$ cat config.mk
export PLATFORM = sky130hd
export DESIGN_NAME = trig_drv
export DESIGN_NICKNAME = d
export VERILOG_FILES = /design/src/rtl/trg_pkg.sv /design/src/rtl/trg_static.sv /design/src/rtl/trg_pulse_bank.sv /design/src/rtl/trg_interval.sv /design/src/rtl/trig_drv.sv
export SDC_FILE = /design/constraint.sdc
export NUM_CORES = 1
export LEC_CHECK = 0
export BUFFER_PORTS_ARGS = -buffer_cell sky130_fd_sc_hd__buf_2
export CAP_MARGIN = 20
export CORE_UTILIZATION = 45
export CTS_CLUSTER_DIAMETER = 100
export DETAILED_ROUTE_END_ITERATION = 10
export PLACE_DENSITY_LB_ADDON = 0.15
export SLEW_MARGIN = 40
export SYNTH_ARGS = -nofsm -noshare
export SYNTH_HDL_FRONTEND = slang
export SYNTH_SLANG_ARGS = --single-unit
export TNS_END_PERCENT = 5
$ cat constraint.sdc
create_clock -name clk -period 4.4 [get_ports clk]
set_clock_uncertainty 0.1 [all_clocks]
set_input_delay 0.44 -clock clk [delete_from_list [all_inputs] [get_ports clk]]
set_output_delay 0.44 -clock clk [all_outputs]
set_load 0.02 [all_outputs]
$ cat src/rtl/trg_pkg.sv
package trg_pkg;
  typedef enum logic [1:0] {
    ACT_SET   = 2'b00,
    ACT_CLR   = 2'b01,
    ACT_PULSE = 2'b10,
    ACT_NONE  = 2'b11
  } trg_act_e;

  localparam int ACT_HI  = 15;
  localparam int ACT_LO  = 14;
  localparam int RUN_BIT = 15;

  localparam logic [3:0] SEL_LO   = 4'b0000;
  localparam logic [3:0] SEL_HI   = 4'b0001;
  localparam logic [3:0] SEL_CTRL = 4'b1000;
endpackage

$ cat src/rtl/trg_static.sv
module trg_static #(
  parameter int NL = 10
) (
  input  logic          clk,
  input  logic          rst,
  input  logic          we,
  input  logic [15:0]   word,
  output logic [NL-1:0] lvl
);
  import trg_pkg::*;

  trg_act_e       act;
  logic [NL-1:0]  sel;

  assign act = trg_act_e'(word[ACT_HI:ACT_LO]);
  assign sel = word[NL-1:0];

  always_ff @(posedge clk) begin
    if (rst) begin
      lvl <= '0;
    end else if (we) begin
      case (act)
        ACT_SET: lvl <= lvl | sel;
        ACT_CLR: lvl <= lvl & ~sel;
        default: lvl <= lvl;
      endcase
    end
  end
endmodule

$ cat src/rtl/trg_pulse_bank.sv
module trg_pulse_bank #(
  parameter int NL          = 10,
  parameter int PULSE_TICKS = 15
) (
  input  logic          clk,
  input  logic          rst,
  input  logic          tick,
  input  logic [NL-1:0] fire,
  output logic [NL-1:0] act
);
  localparam int CW = $clog2(PULSE_TICKS + 1);

  for (genvar g = 0; g < NL; g++) begin : g_line
    logic [CW-1:0] cnt;
    always_ff @(posedge clk) begin
      if (rst) begin
        cnt <= '0;
      end else if (fire[g]) begin
        cnt <= CW'(PULSE_TICKS);
      end else if (tick && cnt != '0) begin
        cnt <= cnt - 1'b1;
      end
    end
    assign act[g] = (cnt != '0);
  end
endmodule

$ cat src/rtl/trg_interval.sv
module trg_interval #(
  parameter int TMR_W      = 32,
  parameter int MIN_PERIOD = 20,
  parameter int NL         = 10
) (
  input  logic             clk,
  input  logic             rst,
  input  logic             tick,
  input  logic [3:0]       sel,
  input  logic             ind_we,
  input  logic [15:0]      ind_word,
  output logic             expire,
  output logic             run,
  output logic [NL-1:0]    mask,
  output logic [TMR_W-1:0] period
);
  import trg_pkg::*;

  localparam int HI_W = TMR_W - 16;

  logic [15:0]      load_lo;
  logic [HI_W-1:0]  load_hi;
  logic [TMR_W-1:0] raw;
  logic [TMR_W-1:0] cnt;
  logic             ctrl_wr;
  logic             start;

  assign raw     = {load_hi, load_lo};
  assign period  = (raw < TMR_W'(MIN_PERIOD)) ? TMR_W'(MIN_PERIOD) : raw;
  assign ctrl_wr = ind_we && (sel == SEL_CTRL);
  assign start   = ctrl_wr && ind_word[RUN_BIT] && !run;
  assign expire  = run && tick && (cnt == '0);

  always_ff @(posedge clk) begin
    if (rst) begin
      load_lo <= '0;
      load_hi <= '0;
      run     <= 1'b0;
      mask    <= '0;
      cnt     <= '0;
    end else begin
      if (ind_we && sel == SEL_LO) load_lo <= ind_word;
      if (ind_we && sel == SEL_HI) load_hi <= ind_word[HI_W-1:0];
      if (ctrl_wr) begin
        run  <= ind_word[RUN_BIT];
        mask <= ind_word[NL-1:0];
      end
      if (start) begin
        cnt <= period - 1'b1;
      end else if (run && tick) begin
        cnt <= (cnt == '0) ? period - 1'b1 : cnt - 1'b1;
      end
    end
  end
endmodule

$ cat src/rtl/trig_drv.sv
module trig_drv #(
  parameter int N_TTL       = 8,
  parameter int N_ECL       = 2,
  parameter int PULSE_TICKS = 15,
  parameter int TMR_W       = 32,
  parameter int MIN_PERIOD  = 20,
  localparam int NL         = N_TTL + N_ECL
) (
  input  logic          clk,
  input  logic          rst,
  input  logic          tick,
  input  logic          cmd_we,
  input  logic [15:0]   cmd_word,
  input  logic          sel_we,
  input  logic [3:0]    sel_code,
  input  logic          ind_we,
  input  logic [15:0]   ind_word,
  output logic [NL-1:0] trig_out
);
  import trg_pkg::*;

  logic [3:0]       sel_q;
  logic [NL-1:0]    lvl_q;
  logic [NL-1:0]    cmd_fire;
  logic [NL-1:0]    cmd_act;
  logic [NL-1:0]    tmr_fire;
  logic [NL-1:0]    tmr_act;
  logic             tmr_expire;
  logic             tmr_run;
  logic [NL-1:0]    tmr_mask;
  logic [TMR_W-1:0] tmr_period;

  always_ff @(posedge clk) begin
    if (rst)         sel_q <= '0;
    else if (sel_we) sel_q <= sel_code;
  end

  assign cmd_fire = (cmd_we && trg_act_e'(cmd_word[ACT_HI:ACT_LO]) == ACT_PULSE)
                    ? cmd_word[NL-1:0] : '0;
  assign tmr_fire = tmr_expire ? tmr_mask : '0;

  trg_static #(.NL(NL)) u_static (
    .clk(clk), .rst(rst), .we(cmd_we), .word(cmd_word), .lvl(lvl_q)
  );

  trg_pulse_bank #(.NL(NL), .PULSE_TICKS(PULSE_TICKS)) u_cmd_pulse (
    .clk(clk), .rst(rst), .tick(tick), .fire(cmd_fire), .act(cmd_act)
  );

  trg_pulse_bank #(.NL(NL), .PULSE_TICKS(PULSE_TICKS)) u_tmr_pulse (
    .clk(clk), .rst(rst), .tick(tick), .fire(tmr_fire), .act(tmr_act)
  );

  trg_interval #(.TMR_W(TMR_W), .MIN_PERIOD(MIN_PERIOD), .NL(NL)) u_timer (
    .clk(clk), .rst(rst), .tick(tick), .sel(sel_q),
    .ind_we(ind_we), .ind_word(ind_word),
    .expire(tmr_expire), .run(tmr_run), .mask(tmr_mask), .period(tmr_period)
  );

  always_ff @(posedge clk) begin
    if (rst) trig_out <= '0;
    else     trig_out <= lvl_q | cmd_act | tmr_act;
  end
endmodule

Yosys cells after proc, flatten, opt, wreduce, memory -nomap -nowiden
Cells that the tools add are included. W data, S select, Z words.

$add $sub $neg: 22. Order comparisons: 1. Equal/unequal tests: 4. Muxes and demuxes: 47. Bitwise logic cells: 5. Reductions and logical operators: 75.

Operator list (count): $mux W4 (40); $mux W32 (4); $reduce_bool A4 Y1 (20); $sub A4 B1 Y4 const B (20); $sub A32 B1 Y32 const B (2); $reduce_bool A2 Y1 (22); $logic_not A32 Y1 (1); $lt A32 B5 Y1 const B (1); $or A10 B10 Y10 (3); $logic_and A1 B1 Y1 (28); $mux W10 (2); $pmux W10 S2 (1); $and A10 B10 Y10 (1); $not A10 Y10 (1); $eq A4 B1 Y1 const B (1); $eq A4 B4 Y1 const B (1); $logic_not A4 Y1 (1); $eq A2 B1 Y1 const B (1); $eq A2 B2 Y1 const B (1); $logic_not A2 Y1 (1); $reduce_and A2 Y1 (1); $logic_not A1 Y1 (1).

Register bits: 179. Input port bits: 42. Output and inout port bits: 10. Word-level logic and storage cells: 182.

Depth between registers and ports, before layout
Word-level depth: 6. Mapped depth: 14. Mapped depth without buffers: 12.

Modules after synthesis
A second synthesis with hierarchy kept.

Cells, all modules: 1172. Area total of the unflattened synthesis: 9870.7 um^2.

By module, submodules not included: trg_interval (instances 1, cells an instance 560, area each 4496.8 um^2, seq. area each 1501.4 um^2); trg_pulse_bank (instances 2, cells an instance 251, area each 2157.1 um^2, seq. area each 800.8 um^2); trig_drv (instances 1, cells an instance 66, area each 595.6 um^2, seq. area each 280.3 um^2); trg_static (instances 1, cells an instance 44, area each 464.2 um^2, seq. area each 200.2 um^2).

Least setup slack after synthesis
OpenSTA, ideal clock, no wires.

Path type: register to register. Start point: reg u_timer.load_hi[3]. End point: reg u_timer.cnt[14]. Setup time: 0.120 ns. Arrival time: 4.277 ns. Data required time: 4.180 ns. Path slack: -0.096 ns. Stages on the path, launching flop included: 15. Path buffers: 3. Clock period less this slack: 4.496 ns. Cell sequence: dfxtp_1 > clkbuf_1 > or4_1 > or4_1 > clkbuf_1 > nor4_1 > buf_2 > nand2b_1 > ha_1 > or4b_2 > nor4_1 > o31ai_2 > nor2_1 > xor2_1 > a211o_1.

Cells in the longest elaborated chain, start to end: 6.

RTL lines: start: declaration (RTL line trg_interval.sv:22) `logic [HI_W-1:0] load_hi;`; start signal: assignment (RTL line trg_interval.sv:43) `if (ind_we && sel == SEL_HI) load_hi <= ind_word[HI_W-1:0];`; $lt A32 B5 Y1 (*) (RTL line trg_interval.sv:29) `assign period = (raw < TMR_W'(MIN_PERIOD)) ? TMR_W'(MIN_PERIOD) : raw;`; $mux W32 (*) (RTL line trg_interval.sv:29); $sub A32 B1 Y32 (*) (RTL line trg_interval.sv:49, trg_interval.sv:51); $mux W32 (RTL line trg_interval.sv:51) `cnt <= (cnt == '0) ? period - 1'b1 : cnt - 1'b1;`; $mux W32 (RTL line trg_interval.sv:50) `end else if (run && tick) begin`; $mux W32 (*) (RTL line trg_interval.sv:48) `if (start) begin`; end signal: assignment (RTL line trg_interval.sv:49) `cnt <= period - 1'b1;`; end signal: assignment (RTL line trg_interval.sv:51); end: declaration (RTL line trg_interval.sv:24) `logic [TMR_W-1:0] cnt;`.

Every way passes the cells marked *; elsewhere a longest branch is shown, timed or not. The select of a mux whose other input is x is not followed. A chain may end at the register's enable or synchronous reset.

Worst setup path in the final report
Ends and elaborated chain as after synthesis.

==> results.cfg <==
[timing]
fmax_mhz = 242
drv_slew = 0
finalHoldViolCount = 0
fin_crit_ps = 4130
worstMarginPinSlew_ps = 824
min_period_over_period_pct = 93.8
fin_setup_tns_ps = 0
max-slew-margin-rel_pct = 45.0
rsz0062_at_grt = false
setup-violations-final = 0
hold_ws_ps = 130
setup_ws_ps = 274

[global_route]
track_usage_pct = 22.6
grt_pass1_wl_mm = 36.0
grt_pass1_vias = 7034
grt_max_degree = 81
overflow = 0
antenna_found_initial = 0

[cells_and_area]
syn_to_final_growth_pct = 12.6
layout_common_cells = dfxtp_1 (179), a21oi_1 (125), nor2_1 (106)
final_common_cell = dfxtp_1
nFillCells = 1841
layout.nets = 1141
final_area_sq_mm = 0.00994
layout-drive-gt1-share_pct = 11.9
final_cell_count_no_fill = 1349
antenna_cells = 0

[die]
fp.dieH_microns = 142
fp.dieW_microns = 142
rows = 50
io_pins = 52
initial_core_util_pct = 46.6
dieArea_sq_mm = 0.0202
coreArea_sq_mm = 0.0190

[power_and_ir_drop]
vdd_drop_max_mv = 0.312
power_density_mw_per_mm2 = 599
leakagePower_uw = 0.00392

[clocking]
ctsHoldBuffers = 0
cts_sinks = 179
cts-resized-gates = 0
clockBufferDepth = 2
cts-root-buf = clkbuf_16
cts_max_level = 4
insertion_delay_ps = 430
cts_tree = done
cts_made_buffers = 17
path_clk_slew_ps = 70
post_cts.repair.setup_buffers = 0

[route]
ant_nets = 0
wl_per_cell_microns = 16.1
dr.first_iter.drc_count = 480
viasPerCell = 5.68
wl_mm = 21.7
first_pass_iters = 5
drc = 0
dr_total_vias = 7661

[hold_path]
hold_path_class = in -> reg

[status]
status = completed

[yosys]
ys_seq_area_share_pct = 40.6
ys_types = 67
synth_flop_cell = dfxtp_1
avgSynthCellArea_sq_um = 8.44
ys_ff_latch = 179
synth.net_count = 1111
yosys_warnings = 0
syn-cell-area_sq_mm = 0.00882
synth-async-reset-ratio_pct = 0
synth_cells = 1046
synth_edf_count = 0

[run]
maxCapViolCount = 0

[worst_setup_path]
rrSetupSlack_ps = 270
crit_required_ps = 4630
cp_data_arrival_time_ps = 4350
start_kind = register
cp_max_fo = 9
path_class = reg -> reg
worstSetupEndpointType = register

[placement]
place_ws_ps = 305
dpl.hpwl_mm = 15.3
postPlaceCellArea_sq_mm = 0.00931
routabilityCongestion = 0.866
dp_cells = 1317
io_buffers = 47
-- cell usage after synthesis (4+ instances only) --
cell | number | area share (%)
o31a_1 | 4 | 0.40
a211oi_1 | 7 | 0.60
buf_1 | 6 | 0.26
and3_1 | 5 | 0.35
nand2b_1 | 13 | 0.92
nand2_1 | 70 | 3.0
nand4_1 | 7 | 0.50
o21ai_1 | 4 | 0.23
a31o_2 | 14 | 1.4
nor4_1 | 39 | 2.8
o21ai_0 | 26 | 1.5
xor2_1 | 9 | 0.89
a31oi_1 | 34 | 2.4
xnor2_1 | 48 | 4.8
nor3b_1 | 17 | 1.4
dfxtp_1 | 179 | 41
or4_1 | 14 | 1.2
ha_1 | 23 | 3.3
a311oi_1 | 10 | 0.99
or3_1 | 7 | 0.50
nand3_1 | 16 | 0.91
nor2_1 | 106 | 4.5
inv_1 | 53 | 2.3
clkbuf_1 | 40 | 1.7
nor3_1 | 32 | 1.8
or4b_2 | 7 | 0.79
nor2b_1 | 7 | 0.50
o31ai_1 | 10 | 0.85
mux2i_1 | 47 | 5.3
a21oi_1 | 125 | 7.1
o41ai_1 | 4 | 0.40
-- registers in the layout (all words and copies together), names as in the netlist, named ones only --
name                    flops
sel_q                       4
trig_out                   10
u_cmd_pulse.g_line.cnt     40
u_timer.cnt                32
u_timer.load_hi            16
u_timer.load_lo            16
u_timer.mask               10
u_timer.run                 1
u_tmr_pulse.g_line.cnt     40
-- metrics by stage --
step,total power (uW),util (%)
final,5960,52.4
after detailed placement,4410,49.1
after CTS,6000,52.3
after floorplan,3920,-
after global routing,6410,52.4
after global placement,4390,49.1
-- power by group --
group | switching [uW] | internal, uW | total (uW)
sequential | 246 | 1970 | 2210
combinational | 1230 | 948 | 2170
clock | 692 | 875 | 1570
total | 2160 | 3790 | 5960
-- layout make-up --
class	count	area [sq um]	area share [%]
Timing Repair Buffer	62	350	3.52
Inverter	53	199	2.00
Multi-Input combinational cell	763	4870	49.0
Sequential cell	179	3580	36.1
Clock buffer	18	439	4.42
Clock inverter	14	169	1.70
Tap cell	260	325	3.27
-- metal layers --
layer  track usage, %  wire length [microns]
met5                0                      0
met4             6.56                    278
met3             5.05                   1210
met2             34.1                   9410
met1             32.0                  10800
-- critical path, stage by stage (launching register included) --
cell and delay, ps:
dfxtp_1 380, or4_1 610, or4_1 530, nor4_1 280
nand2b_1 210, ha_1 170, or4b_2 620, nor4_2 270
o31ai_2 260, nor2_1 170, xor2_1 120, a211o_1 300
-- kinds of logic (layout without fill, tap and decap cells) --
group / count (synthesis) / count (layout) / synth area share (%)
compound gates: 273 / 273 / 19.3
xor+xnor: 57 / 57 / 5.66
fa+ha+maj: 23 / 23 / 3.26
buf+inv: 104 / 147 / 4.55
flops: 179 / 179 / 40.6
mux: 47 / 47 / 5.33
simple gates: 363 / 363 / 21.3
-- path summary, 6_finish.rpt --
path / startpoint / to / depth (start not counted)
worst max register to register: u_timer.load_hi[3] / u_timer.cnt[14] / 11
worst min-delay path: cmd_word[7] / register / 2
worst max-delay path: u_timer.load_hi[3] / u_timer.cnt[14] / 11
worst min register to register: register / trig_out[3] / 2
Power figures use the tool's default switching activity.
